[src/rtl/acu_pkg.sv]
package acu_pkg;

    typedef enum logic [3:0] {
        OP_HOLD,
        OP_ADD,
        OP_AND,
        OP_LOAD,
        OP_CLR_ACC,
        OP_INV_ACC,
        OP_INC,
        OP_ROR,
        OP_ROL,
        OP_CLR_EXT,
        OP_INV_EXT
    } acu_op_e;

    localparam int NUM_STROBES = 10;

endpackage

[src/rtl/acu_adder.sv]
module acu_adder #(
    parameter int W = 16
) (
    input  logic [W-1:0] a,
    input  logic [W-1:0] b,
    output logic [W-1:0] sum,
    output logic         carry
);
    always_comb begin
        {carry, sum} = {1'b0, a} + {1'b0, b};
    end
endmodule

[src/rtl/acu_rotator.sv]
module acu_rotator #(
    parameter int W = 16
) (
    input  logic [W-1:0] acc_in,
    input  logic         ext_in,
    output logic [W-1:0] ror_acc,
    output logic         ror_ext,
    output logic [W-1:0] rol_acc,
    output logic         rol_ext
);
    // Each accumulator bit takes its neighbour; the extend bit closes the ring.
    for (genvar i = 0; i < W; i++) begin : g_bit
        if (i == W-1) begin : g_top
            assign ror_acc[i] = ext_in;
        end else begin : g_mid_r
            assign ror_acc[i] = acc_in[i+1];
        end
        if (i == 0) begin : g_bot
            assign rol_acc[i] = ext_in;
        end else begin : g_mid_l
            assign rol_acc[i] = acc_in[i-1];
        end
    end
    assign ror_ext = acc_in[0];
    assign rol_ext = acc_in[W-1];
endmodule

[src/rtl/acu_flags.sv]
module acu_flags #(
    parameter int W = 16
) (
    input  logic [W-1:0] acc_in,
    input  logic         ext_in,
    output logic         acc_zero,
    output logic         acc_neg,
    output logic         ext_zero
);
    assign acc_zero = (acc_in == '0);
    assign acc_neg  = acc_in[W-1];
    assign ext_zero = ~ext_in;
endmodule

[src/rtl/acu_top.sv]
module acu_top #(
    parameter int W = 16
) (
    input  logic         clk,
    input  logic         rst_n,
    input  logic [W-1:0] mem_word,
    input  logic         op_add,
    input  logic         op_and,
    input  logic         op_load,
    input  logic         op_clr_acc,
    input  logic         op_inv_acc,
    input  logic         op_inc,
    input  logic         op_ror,
    input  logic         op_rol,
    input  logic         op_clr_ext,
    input  logic         op_inv_ext,
    output logic [W-1:0] acc,
    output logic         ext,
    output logic         acc_zero,
    output logic         acc_neg,
    output logic         ext_zero
);
    import acu_pkg::*;

    localparam logic [W-1:0] ONE = {{(W-1){1'b0}}, 1'b1};

    typedef struct packed {
        logic [W-1:0] acc;
        logic         ext;
    } state_t;

    state_t  state_d, state_q;
    acu_op_e op_sel;

    logic [NUM_STROBES-1:0] strobes;
    assign strobes = {op_add, op_and, op_load, op_clr_acc, op_inv_acc,
                      op_inc, op_ror, op_rol, op_clr_ext, op_inv_ext};

    logic [W-1:0] sum_w;
    logic         sum_c;
    logic [W-1:0] ror_acc_w, rol_acc_w;
    logic         ror_ext_w, rol_ext_w;

    acu_adder #(.W(W)) u_adder (
        .a     (state_q.acc),
        .b     (mem_word),
        .sum   (sum_w),
        .carry (sum_c)
    );

    acu_rotator #(.W(W)) u_rot (
        .acc_in  (state_q.acc),
        .ext_in  (state_q.ext),
        .ror_acc (ror_acc_w),
        .ror_ext (ror_ext_w),
        .rol_acc (rol_acc_w),
        .rol_ext (rol_ext_w)
    );

    acu_flags #(.W(W)) u_flags (
        .acc_in   (state_q.acc),
        .ext_in   (state_q.ext),
        .acc_zero (acc_zero),
        .acc_neg  (acc_neg),
        .ext_zero (ext_zero)
    );

    always_comb begin
        if      (op_add)     op_sel = OP_ADD;
        else if (op_and)     op_sel = OP_AND;
        else if (op_load)    op_sel = OP_LOAD;
        else if (op_clr_acc) op_sel = OP_CLR_ACC;
        else if (op_inv_acc) op_sel = OP_INV_ACC;
        else if (op_inc)     op_sel = OP_INC;
        else if (op_ror)     op_sel = OP_ROR;
        else if (op_rol)     op_sel = OP_ROL;
        else if (op_clr_ext) op_sel = OP_CLR_EXT;
        else if (op_inv_ext) op_sel = OP_INV_EXT;
        else                 op_sel = OP_HOLD;
    end

    always_comb begin
        state_d = state_q;
        case (op_sel)
            OP_ADD:     begin state_d.acc = sum_w;     state_d.ext = sum_c;     end
            OP_AND:     state_d.acc = state_q.acc & mem_word;
            OP_LOAD:    state_d.acc = mem_word;
            OP_CLR_ACC: state_d.acc = '0;
            OP_INV_ACC: state_d.acc = ~state_q.acc;
            OP_INC:     state_d.acc = state_q.acc + ONE;
            OP_ROR:     begin state_d.acc = ror_acc_w; state_d.ext = ror_ext_w; end
            OP_ROL:     begin state_d.acc = rol_acc_w; state_d.ext = rol_ext_w; end
            OP_CLR_EXT: state_d.ext = 1'b0;
            OP_INV_EXT: state_d.ext = ~state_q.ext;
            default:    state_d = state_q;
        endcase
    end

    always_ff @(posedge clk or negedge rst_n) begin
        if (!rst_n) state_q <= '0;
        else        state_q <= state_d;
    end

    assign acc = state_q.acc;
    assign ext = state_q.ext;

    // the controller raises no more than one strobe per cycle
    a_r10_single_strobe: assert property (@(posedge clk) disable iff (!rst_n)
        $onehot0(strobes));

    // idle cycles keep both registers
    a_r10_hold: assert property (@(posedge clk) disable iff (!rst_n)
        (strobes == '0) |=> ($stable(acc) && $stable(ext)));

    // the 17-bit sum lands in {ext, acc}
    a_r2_add_carry: assert property (@(posedge clk) disable iff (!rst_n)
        op_add |=> ({ext, acc} == ({1'b0, $past(acc)} + {1'b0, $past(mem_word)})));

    // increment wraps and leaves ext alone
    a_r6_inc_wrap: assert property (@(posedge clk) disable iff (!rst_n)
        op_inc |=> ((acc == $past(acc) + ONE) && $stable(ext)));

    // right rotation through ext
    a_r7_ror: assert property (@(posedge clk) disable iff (!rst_n)
        op_ror |=> ((acc == {$past(ext), $past(acc[W-1:1])}) && (ext == $past(acc[0]))));

    // left rotation through ext
    a_r8_rol: assert property (@(posedge clk) disable iff (!rst_n)
        op_rol |=> ((acc == {$past(acc[W-2:0]), $past(ext)}) && (ext == $past(acc[W-1]))));

    // ext-only operations leave acc alone
    a_r9_ext_only: assert property (@(posedge clk) disable iff (!rst_n)
        (op_clr_ext || op_inv_ext) |=> $stable(acc));

    // flags agree with the registered state
    a_r11_flags: assert property (@(posedge clk) disable iff (!rst_n)
        (acc_neg == acc[W-1]) && (ext_zero != ext) && (acc_zero == (acc == '0)));

endmodule

[config.mk]
export PLATFORM = sky130hd
export DESIGN_NAME = acu_top
export DESIGN_NICKNAME = d
export VERILOG_FILES = /design/src/rtl/acu_pkg.sv /design/src/rtl/acu_adder.sv /design/src/rtl/acu_rotator.sv /design/src/rtl/acu_flags.sv /design/src/rtl/acu_top.sv
export SDC_FILE = /design/constraint.sdc
export NUM_CORES = 1
export LEC_CHECK = 0
export BUFFER_PORTS_ARGS = -buffer_cell sky130_fd_sc_hd__buf_4
export CORE_MARGIN = 3
export CORE_UTILIZATION = 54
export DETAILED_ROUTE_END_ITERATION = 10
export MAX_ROUTING_LAYER = met4
export PLACE_DENSITY = 0.76
export SYNTH_ARGS = -nofsm -noshare
export SYNTH_HDL_FRONTEND = slang
export SYNTH_HIERARCHICAL = 1
export SYNTH_SLANG_ARGS = --single-unit
[constraint.sdc]
create_clock -name clk -period 5.99 [get_ports clk]
set_clock_uncertainty 0.1 [all_clocks]
set_input_delay 0.599 -clock clk [delete_from_list [all_inputs] [get_ports clk]]
set_output_delay 0.599 -clock clk [all_outputs]
set_load 0.02 [all_outputs]
==> key figures, run 1 <==
Placement
  – DP HPWL: 7030 um
  – Placer Congestion: about 0.95
  – IO Port Bufs: 47
  – DP Worst Slack: 2.52 ns

Floorplanning
  – Site row count: 27
  – I/O pin total: 48
  – Core area: about 0.0056 mm2
  – Initial Utilization: a little under three fifths
  – Die area: 0.00684 mm2
  – Die W: 82.7 um
  – Die Y: 82.7 um

Synth
  – Ys async rst share: between 90% and 100%
  – Number of flops mapped to enable cells by yosys: 0
  – Syn Inst Count: 417
  – Cell taking the most area after synthesis: dfrtp_1
  – Synth top area share: about 13%
  – Seq/Total Area, Yosys: a little over an eighth
  – Mapped Avg Cell Area: 7.62 um2
  – Synth cell types: 63
  – Post-Syn Nets: around 460
  – Yosys warns: 6
  – Synth top area cells: dfrtp_1, buf_4, ha_1
  – Cell Area, Synth: ~0.0032 mm2
  – Main synth FF type: dfrtp_1
  – Register bit count reported by yosys: 17

Min path
  – Hold WC Path Type: in2async

Drt
  – WL/cell: 20.5 um
  – DRT antenna net count: 0
  – Initial detailed-routing violation count: between 500 and 600
  – DRC Markers: 0
  – Via Count: approximately 3300
  – Post-DR vias/cell: approximately 7
  – Drt pass-1 iters: 6
  – Final WL: roughly 9800 um

Setup path
  – Worst path slowest cell: dfrtp_1
  – CP top delay family: compound AO/OA/AOI/OAI gates
  – CP arrival: 3.41 ns
  – CP Buf/Inv Count: 0
  – Critical path peak fanout: 14
  – Reg2reg end: ext
  – CP cell instances: ha_1 > fa_1 > a21o_1 > a221oi_2 > o21ai_2 > a21oi_2 > o21ai_0 > mux2i_1 > nor2_1 > a21o_1 > a221o_1
  – Data required, critical path: 6.04 ns
  – Crit Reg-Reg Startpoint: acc[0]
  – Crit path kind: reg2reg
  – Crit path capture type: register
  – Most frequent CP cell: a21o_1
  – Flop-to-flop setup slack: 2.64 ns
  – Worst reg2reg path depth: 11
  – Worst setup SP type: register
  – CP max stage delay: between 0.5 and 0.6 ns

Layout
  – FF+latch area: 425 um2
  – Multi-input logic area: around 0.0023 mm2
  – Layout cells sized above 1: 16.0%
  – Layout Nets: ~450
  – Layout area overhead: 3.07%
  – Layout fillers: 543
  – Ant diodes: 0

Pwr
  – Sw Pwr: 484 uW
  – Pwr per Cell Area: 285 mW/mm2
  – Power Total: 935 uW
  – Sequential Power Share: between 20 and 30%
  – Comb power frac: a little over three fifths
  – Clock power share: between 10% and 20%
  – Cell Int Power: 451 uW
  – Switching Fraction: 51.8%
  – P_leak: 1.46 nW
  – Maximum VDD drop: 160 uV

Timing
  – Fmax: ~300 MHz
  – Final Max Slew Viols: 0
  – Worst-margin pin slew: 1.11 ns
  – Setup TNS: 0 ns
  – Worst Slack Setup Final: 2.64 ns
  – Final period utilization: 56.0%
  – RSZ-0062 raised after global routing: no
  – Hold Vio Cnt, Final: 0
  – Max_slew headroom: 25.6%
  – Tmin final: 3.35 ns
  – Setup-failing EPs final: 0

Global route
  – Largest net degree at the start of global routing: 32
  – First-pass GRT wire length: 15900 um
  – Number of global-route vias before repair: between 3000 and 4000
  – Antenna violations before repair: 0
  – GRT Overall Usage: 30.7%
  – Congestion Overflow GR: 0

Clock tree
  – Post-CTS Setup Bufs: 0
  – # resized after CTS: 0
  – Clk buf depth: 2
  – Clk Latency, worst-skew pair: 0.27 ns
  – Num CTS Buffers: 3
  – CTS Hold Buffers Added: 0
  – Num Clock Sinks: 17
  – Root buffer cell: clkbuf_8
  – Clk pin slew, worst setup/hold paths: 0.08 ns
  – CTS H-tree lvls: 1
  – TritonCTS clock tree: done

Run
  – Max Cap Viol: 0

Run status
  – Status: completed
==> cell families after synthesis <==
family | count (synthesis) | share of synthesized area [%]
compound gates | 132 | 31.6
xor+xnor | 18 | 4.96
fa+ha+maj | 18 | 7.32
buf+inv | 80 | 14.7
flops | 17 | 13.4
mux | 15 | 4.72
simple gates | 137 | 23.4
==> cell usage in the layout, fill, tap and decap left out, types with 3 or more instances in the layout <==
cell	n
a211oi_1	8
a21o_1	20
a21oi_1	25
a221oi_1	6
a22oi_1	3
a31oi_1	5
a41oi_1	4
and2_1	4
and3_1	9
and4_1	3
buf_4	49
clkbuf_8	3
dfrtp_1	17
ha_1	17
inv_1	16
mux2i_1	15
nand2_1	21
nand2b_1	4
nand3_1	22
nand4_1	6
nor2_1	20
nor2b_1	6
nor3_1	13
nor3b_1	3
nor4_1	10
o211ai_1	5
o21ai_0	9
o221ai_1	7
o31a_1	3
o31ai_1	4
o32a_1	5
o32ai_1	3
or2_2	3
or3_1	7
xnor2_1	11
xor2_1	7
==> registers in the layout, summed over array words and instances, names as in the netlist <==
| signal | flops |
|---|---|
| ext | 1 |
| acc | 16 |
==> how the worst max path moves through the flow <==
stage	from	cells after the start	slack (ns)	end
floorplan	mem_word[0]	11	3.03	ext
global placement	op_inc	7	2.56	acc[5]
detailed placement	op_inc	7	2.52	acc[5]
CTS	acc[0]	11	2.66	ext
global route	acc[0]	11	2.46	ext
finish	acc[0]	11	2.64	ext
==> cell usage after synthesis, types with 8 or more instances <==
cell / count
buf_4: 35
buf_2: 10
inv_1: 16
mux2i_1: 15
nor3_1: 13
o21ai_0: 9
and3_1: 9
a211oi_1: 8
a21o_1: 20
a21oi_1: 25
ha_1: 17
xnor2_1: 11
nor2_1: 20
dfrtp_1: 17
nor4_1: 10
nand3_1: 22
nand2_1: 21
clkbuf_1: 14
==> routing by layer <==
layer / part of all wire, % / global-route usage (%) / wire [um] / vias to the layer above
li1: - / - / - / 1547
met1: 42 / 40.9 / 4110 / 1545
met2: 46 / 46.3 / 4460 / 201
met3: 9.1 / 5.75 / 888 / 38
met4: 3.4 / 11.3 / 337 / 0
met5: 0 / - / 0 / -
==> through the flow <==
stage	hold slack (ns)	util [%]	cells	cell area, um2
detailed placement	0.395	57.6	474	3230
global placement	0.391	57.6	474	3230
CTS	0.103	58.4	478	3280
global route	0.106	58.4	478	3280
floorplan	0.203	-	417	3180
finish	0.0948	58.4	478	3280
==> power groups by stage <==
stage,clock [mW],combinational [mW],sequential (mW)
floorplan,0,0.484,0.247
CTS,0.0977,0.581,0.246
finish,0.0974,0.587,0.251
global placement,0,0.569,0.248
global route,0.102,0.644,0.258
detailed placement,0,0.578,0.250
==> area by class of cell <==
class	instances	share of cell area, %
well taps	72	2.75
multi-input cells	320	69.8
flip-flops and latches	17	13.0
repair buffers	49	11.2
clock inverters	1	0.153
clock buffers	3	1.26
inverters	16	1.83
Power figures use the tool's default switching activity.
==> run 2, diff against run 1 <==
--- a/config.mk
+++ b/config.mk
@@ -5,6 +5,7 @@
 export SDC_FILE = /design/constraint.sdc
 export NUM_CORES = 1
 export LEC_CHECK = 0
+export ABC_AREA = 1
 export BUFFER_PORTS_ARGS = -buffer_cell sky130_fd_sc_hd__buf_4
 export CORE_MARGIN = 3
 export CORE_UTILIZATION = 54
==> constraint.sdc (replaced) <==
create_clock -name clk -period 3.2 [get_ports clk]
set_clock_uncertainty 0.1 [all_clocks]
set_input_delay 0.32 -clock clk [delete_from_list [all_inputs] [get_ports clk]]
set_output_delay 0.32 -clock clk [all_outputs]
set_load 0.02 [all_outputs]
==> run 2 against run 1 <==
Compared with the run above: non-clock buffer count up 2; wire length is 5.0% higher; core utilization is 1.7 points higher; critical endpoint is now acc[14]; critical path type unchanged; synthesized area increased by 7.4%; clock power up 85%; via count grew 15%; first-iteration DRC count is 46% lower; critical path depth rose by 5; sequential share of layout area is 1.2 points lower; register-to-register slack got worse by 1.9 ns.
==> key figures, run 2 <==
Clock tree
  – Clk Latency, worst-skew pair: 0.26 ns (about the same)
  – Root buffer cell: clkbuf_8
  – Clk pin slew, worst setup/hold paths: 0.08 ns (about the same)
  – Num CTS Buffers: 3 (unchanged)
  – CTS H-tree lvls: 1 (unchanged)
  – Clk buf depth: 2 (unchanged)
  – TritonCTS clock tree: done
  – # resized after CTS: 0 (unchanged)
  – Num Clock Sinks: 17 (unchanged)
  – Post-CTS Setup Bufs: 0 (unchanged)

Min path
  – Hold WC Path Type: in2reg

Synth
  – Main synth FF type: dfrtp_1
  – Seq/Total Area, Yosys: 12.5% (-0.92 points)
  – Number of flops mapped to enable cells by yosys: 0 (unchanged)
  – Yosys warns: 6 (unchanged)
  – Syn Inst Count: 627 (+50%)
  – Synth cell types: 40 (-37%)
  – Most numerous cell in the Yosys netlist: nand2_1
  – Post-synth top cells: nand2_1, inv_1, nor2_1
  – Cell Area, Synth: 0.00341 mm2 (+7.4%)
  – Post-Syn Nets: 673 (+45%)
  – Register bit count reported by yosys: 17 (unchanged)
  – Cell taking the most area after synthesis: nand2_1
  – Ys async rst share: 100% (unchanged)
  – Mapped Avg Cell Area: 5.44 um2 (-29%)
  – Synth top area cells: nand2_1, dfrtp_1, inv_1
  – Synth top area share: 23.9% (+10 points)

Drt
  – Via Count: 3829 (+15%)
  – Drt pass-1 iters: 5 (-1)
  – DRC Markers: 0 (unchanged)
  – Final WL: 10300 um (+5.0%)
  – Post-DR vias/cell: 5.37 (-23%)
  – Initial detailed-routing violation count: 323 (-46%)
  – WL/cell: 14.4 um (-30%)
  – DRT antenna net count: 0 (unchanged)

Layout
  – Layout Nets: 685 (+51%)
  – Ant diodes: 0 (unchanged)
  – Most common cell after layout, fill and taps aside: nand2_1
  – Flip-flop count of the largest register after layout: 16 (unchanged)
  – Layout cells sized above 1: 14.4% (-1.6 points)
  – Leading cell types in the layout, fill and taps excluded: nand2_1, inv_1, nor2_1
  – Layout area overhead: 6.20%

Setup path
  – Data required, critical path: 3.26 ns (-2.78 ns)
  – Crit path kind: reg2reg
  – Critical path peak fanout: 8 (-6)
  – Worst setup SP type: register
  – CP arrival: 2.52 ns (-0.89 ns)
  – Crit path capture type: register

Timing
  – Max_slew headroom: 56.7% (+31 points)
  – Hold Vio Cnt, Final: 0 (unchanged)
  – Worst-margin pin slew: 0.648 ns (-0.466 ns)
  – RSZ-0062 raised after global routing: no
  – Hold slack: 0.194 ns (+0.0991 ns)
  – Final period utilization: 76.6% (+21 points)
  – Tmin final: 2.45 ns (-0.901 ns)
  – Setup-failing EPs final: 0 (unchanged)
  – Setup TNS: 0 ns (unchanged)
  – Fmax: 408 MHz (+37%)
  – Final Max Slew Viols: 0 (unchanged)

Floorplanning
  – Site row count: 28 (+3.7%)
  – Die W: 85.5 um (+3.4%)
  – Core area: 0.00603 mm2 (+7.5%)
  – Die area: 0.00731 mm2 (+6.8%)
  – I/O pin total: 48 (unchanged)
  – Initial Utilization: 56.6% (about the same)
  – Die Y: 85.5 um (+3.4%)

Global route
  – Gr busiest metal: met2
  – Number of global-route vias before repair: 3518 (+13%)
  – GRT met2 Usage: 49.1% (+2.8 points)
  – GRT met3 Usage: 2.21% (-3.5 points)
  – Largest net degree at the start of global routing: 20 (-38%)
  – Routing usage on met1: 37.6% (-3.3 points)
  – GRT Overall Usage: 29.1% (-1.7 points)
  – Congestion Overflow GR: 0 (unchanged)
  – First-pass GRT wire length: 16700 um (+4.8%)
  – Antenna violations before repair: 0 (unchanged)

Run
  – Max Cap Viol: 0 (unchanged)

Run status
  – Status: completed

Pwr
  – Maximum VDD drop: 309 uV (+93%)
  – Pwr per Cell Area: 531 mW/mm2 (+86%)
  – P_leak: 2.14 nW (+47%)

Placement
  – Placer Congestion: 0.994 (+4.9%)
  – DP HPWL: 7890 um (+12%)
  – IO Port Bufs: 47 (unchanged)
## run 2: critical path, cell delays in order, from the launching register on
cell,delay (ns)
dfrtp_1,0.48
ha_1,0.28
fa_1,0.42
nand2_1,0.09
nand2_1,0.10
nand3b_1,0.10
nand2_1,0.10
nand2_1,0.10
nand2_1,0.06
nand2_1,0.06
nand2_1,0.05
nor2_1,0.09
nor2_1,0.06
nor2_1,0.11
nand3_1,0.08
nand2_1,0.06
inv_1,0.03
## run 2: final timing paths
| path | start | end | slack (ns) | depth (start not counted) |
|---|---|---|---|---|
| max | acc[0] | acc[14] | 0.75 | 16 |
| min | mem_word[5] | acc[5] | 0.19 | 3 |
| max reg2reg | acc[0] | acc[14] | 0.75 | 16 |
| min reg2reg | ext | ext | 0.52 | 2 |
| max in group asynchronous | rst_n | acc[12] | 2.41 | 2 |
| min in group asynchronous | rst_n | acc[1] | 0.37 | 2 |
## run 2: timing repair
item | 4_1_cts | 5_1_grt
endpoints found under the hold margin | 17 | 0
hold buffers | 1 | 0
endpoints found under the setup margin | 0 | 0
## run 2: routing by layer
layer	wire [um]	share of wire (%)
met5	0	0
met4	289	2.8
met3	680	6.6
met2	4820	47
met1	4500	44
## run 2: per-stage QoR
step	total power, mW	setup WS [ns]	instances	instance area [um2]	util [%]
finish	1.92	0.747	713	3620	60.2
global route	2.12	0.536	713	3620	60.2
CTS	1.91	0.743	713	3620	60.2
detailed placement	1.73	0.766	708	3570	59.2
global placement	1.70	0.786	708	3570	59.2
floorplan	1.48	0.966	627	3410	-
## run 2: cells by family (layout without fill, tap and decap cells)
family                     count (synthesis)  in the layout  synth area share (%)
and+or+nand+nor                          384            384                  48.6
adders and majority gates                 18             18                  6.82
DFF                                       17             17                  12.5
AOI/OAI and AO/OA                         50             50                  8.32
buffers and inverters                    144            155                  20.2
xor gates and xnor gates                  14             14                  3.59
## run 2: layout make-up
type	instances	area [um2]
Clock buffer	4	45.0
Sequential cell	17	425
Tap cell	75	93.8
Inverter	100	375
Multi-Input combinational cell	466	2300
Timing Repair Buffer	51	385
Fill cell	615	2400
## run 2: where the power goes
part / total (mW) / switching [mW] / internal (mW) / leakage (nW)
Sequential: 0.451 / 0.177 / 0.275 / 0.205
Combinational: 1.29 / 0.807 / 0.484 / 1.91
Clock: 0.180 / 0.0916 / 0.0888 / 0.0228
==> run 3, diff against run 2 <==
--- a/config.mk
+++ b/config.mk
@@ -5,13 +5,13 @@
 export SDC_FILE = /design/constraint.sdc
 export NUM_CORES = 1
 export LEC_CHECK = 0
-export ABC_AREA = 1
+export ABC_AREA = 0
 export BUFFER_PORTS_ARGS = -buffer_cell sky130_fd_sc_hd__buf_4
 export CORE_MARGIN = 3
-export CORE_UTILIZATION = 54
+export CORE_UTILIZATION = 53
 export DETAILED_ROUTE_END_ITERATION = 10
 export MAX_ROUTING_LAYER = met4
-export PLACE_DENSITY = 0.76
+export PLACE_DENSITY = 0.78
 export SYNTH_ARGS = -nofsm -noshare
 export SYNTH_HDL_FRONTEND = slang
 export SYNTH_HIERARCHICAL = 1
==> constraint.sdc (replaced) <==
create_clock -name clk -period 2.11 [get_ports clk]
set_clock_uncertainty 0.1 [all_clocks]
set_input_delay 0.211 -clock clk [delete_from_list [all_inputs] [get_ports clk]]
set_output_delay 0.211 -clock clk [all_outputs]
set_load 0.02 [all_outputs]
==> run 3 against run 2 <==
Compared with the run above: the run now ends with negative setup slack left; combinational power grew 130%; sequential cell count is the same; core utilization grew 21 points; clock power grew 61%; non-clock buffer count grew 123; via count grew 9.6%; largest cell class unchanged; highest routed layer unchanged.
==> key figures, run 3 (same netlist as run 1, synthesis figures left out) <==
Pwr
  – Sw Pwr: 1.78 mW (+66%)
  – Sequential Power Share: 13.7% (-9.8 points)
  – Pwr per Cell Area: 816 mW/mm2 (+54%)
  – Comb power frac: 78.6% (+12 points)
  – Cell Int Power: 1.95 mW (+130%)
  – Switching Fraction: 47.7% (-8.2 points)
  – P_leak: 2.12 nW (-1.0%)
  – Maximum VDD drop: 542 uV (+75%)
  – Clock power share: 7.8% (-1.6 points)

Run status
  – Failing checks: negative setup slack
  – Status: finished with violations

Drt
  – DRC Markers: 0 (unchanged)
  – Post-DR vias/cell: 6.96 (+30%)
  – Drt pass-1 iters: 9 (+4)
  – Initial detailed-routing violation count: 547 (+69%)
  – Final WL: 13000 um (+26%)
  – WL/cell: 21.6 um (+49%)
  – DRT antenna net count: 0 (unchanged)
  – Via Count: 4197 (+9.6%)

Placement
  – Placer Congestion: 0.979 (-1.4%)
  – Inst Count DP: 587 (-17%)
  – IO Port Bufs: 47 (unchanged)
  – DP HPWL: 8690 um (+10%)

Layout
  – Multi-input logic area: 0.00258 mm2 (+12%)
  – Layout area overhead: 44.0%
  – Non-filler instance count after layout: 603 (-15%)
  – FF+latch area: 438 um2 (+2.9%)
  – Layout cells sized above 1: 43.5% (+29 points)
  – Leading cell types in the layout, fill and taps excluded: buf_4, a21oi_1
  – Layout fillers: 376 (-39%)
  – Layout Nets: 578 (-16%)
  – Flip-flop count of the largest register after layout: 16 (unchanged)
  – Ant diodes: 0 (unchanged)
  – Most common cell after layout, fill and taps aside: buf_4

Floorplanning
  – Die Y: 83.5 um (-2.4%)
  – Site row count: 27 (-3.6%)
  – Core area: 0.00564 mm2 (-6.4%)
  – Die area: 0.00696 mm2 (-4.7%)
  – Initial Utilization: 56.4% (-0.29 points)
  – I/O pin total: 48 (unchanged)
  – Die W: 83.5 um (-2.4%)

Setup path
  – CP arrival: 2.83 ns (+0.31 ns)
  – Critical path peak fanout: 2 (-6)
  – Launch point of the worst path: acc[0]
  – Data required, critical path: 2.19 ns (-1.07 ns)
  – Crit Reg-Reg Startpoint: acc[0]
  – Crit path kind: reg2reg
  – Worst setup SP type: register
  – Crit path capture type: register

Clock tree
  – Root buffer cell: clkbuf_8
  – Clk pin slew, worst setup/hold paths: 0.09 ns (about the same)
  – Num Clock Sinks: 17 (unchanged)
  – Clk Latency, worst-skew pair: 0.27 ns (about the same)
  – Num CTS Buffers: 3 (unchanged)
  – CTS H-tree lvls: 1 (unchanged)
  – Clk buf depth: 2 (unchanged)
  – TritonCTS clock tree: done

Timing
  – Final period utilization: 130% (+53 points)
  – Tmin final: 2.74 ns (+0.290 ns)
  – Hold Vio Cnt, Final: 0 (unchanged)
  – Max_slew headroom: 51.8% (-4.9 points)
  – Setup-failing EPs final: 14 (+14)
  – Setup TNS: -5.05 ns (-5.05 ns)
  – Worst-margin pin slew: 0.705 ns (+0.0574 ns)
  – Final Max Slew Viols: 0 (unchanged)
  – RSZ-0062 raised after global routing: yes
  – Worst Slack Setup Final: -0.632 ns (-1.38 ns)
  – Fmax: 365 MHz (-11%)

Min path
  – Hold WC Path Type: in2reg
  – Worst hold start: mem_word[0]

Global route
  – First-pass GRT wire length: 20000 um (+20%)
  – Number of global-route vias before repair: 4051 (+15%)
  – Antenna violations before repair: 0 (unchanged)
  – Congestion Overflow GR: 0 (unchanged)
  – GRT Overall Usage: 35.7% (+6.6 points)
  – Largest net degree at the start of global routing: 22 (+10%)

Run
  – Max Cap Viol: 0 (unchanged)
## run 3: what timing repair did
item | in CTS | in global routing
setup buffers | 8 | 5
pin swaps | 26 | 17
gates resized for setup | 29 | 18
endpoints found under the hold margin | 17 | 0
endpoints found under the setup margin | 12 | 17
hold buffers | 1 | 0
## run 3: power groups by stage
stage / Combinational (mW) / Clock [mW] / Sequential (mW)
6_report: 2.94 / 0.290 / 0.510
5_1_grt: 3.10 / 0.293 / 0.519
4_1_cts: 2.68 / 0.277 / 0.509
3_5_place_dp: 2.42 / 0 / 0.512
3_3_place_gp: 2.37 / 0 / 0.504
2_1_floorplan: 1.42 / 0 / 0.720
## run 3: path summary, 6_finish.rpt
path / to / slack, ns / depth (start not counted)
max: acc[12] / -0.63 / 12
min: acc[0] / 0.08 / 3
max reg2reg: acc[12] / -0.63 / 12
min reg2reg: acc[15] / 0.62 / 2
max in group asynchronous: acc[7] / 1.40 / 2
min in group asynchronous: acc[15] / 0.25 / 2
## run 3: worst max-delay path, cell delays in order, from the launching register on
cell      delay (ns)
dfrtp_2         0.44
ha_4            0.17
fa_2            0.34
a21o_1          0.20
a221oi_4        0.31
o21ai_2         0.14
a21oi_2         0.17
buf_4           0.14
xnor2_2         0.10
a21oi_1         0.09
a211oi_2        0.21
a21oi_1         0.08
a31oi_1         0.15
## run 3: final cells by class
cell class	instances	area share (%)
repair buffers	174	29.8
flip-flops and latches	17	9.56
multi-input cells	320	56.4
inverters	16	1.31
well taps	72	1.97
clock buffers	4	0.984
## run 3: metrics by stage
| stage | util, % | worst slack [ns] | hold WS [ns] | total power, mW | area [um2] |
|---|---|---|---|---|---|
| after global routing | 81.2 | -0.713 | 0.108 | 3.91 | 4580 |
| after CTS | 79.2 | -0.534 | 0.0946 | 3.47 | 4470 |
| after global placement | 74.1 | -0.554 | 0.00504 | 2.87 | 4180 |
| final | 81.2 | -0.632 | 0.0835 | 3.74 | 4580 |
| after floorplan | - | -0.561 | -0.185 | 2.14 | 3290 |
| after detailed placement | 74.1 | -0.581 | 0.0115 | 2.93 | 4180 |
## run 3: routing by layer
| layer | share of wire [%] | vias up | GRT usage (%) |
|---|---|---|---|
| li1 | - | 1791 | - |
| met1 | 38 | 1929 | 44.8 |
| met2 | 45 | 378 | 56.6 |
| met3 | 11 | 99 | 5.73 |
| met4 | 5.5 | 0 | 15.9 |
| met5 | 0 | - | - |
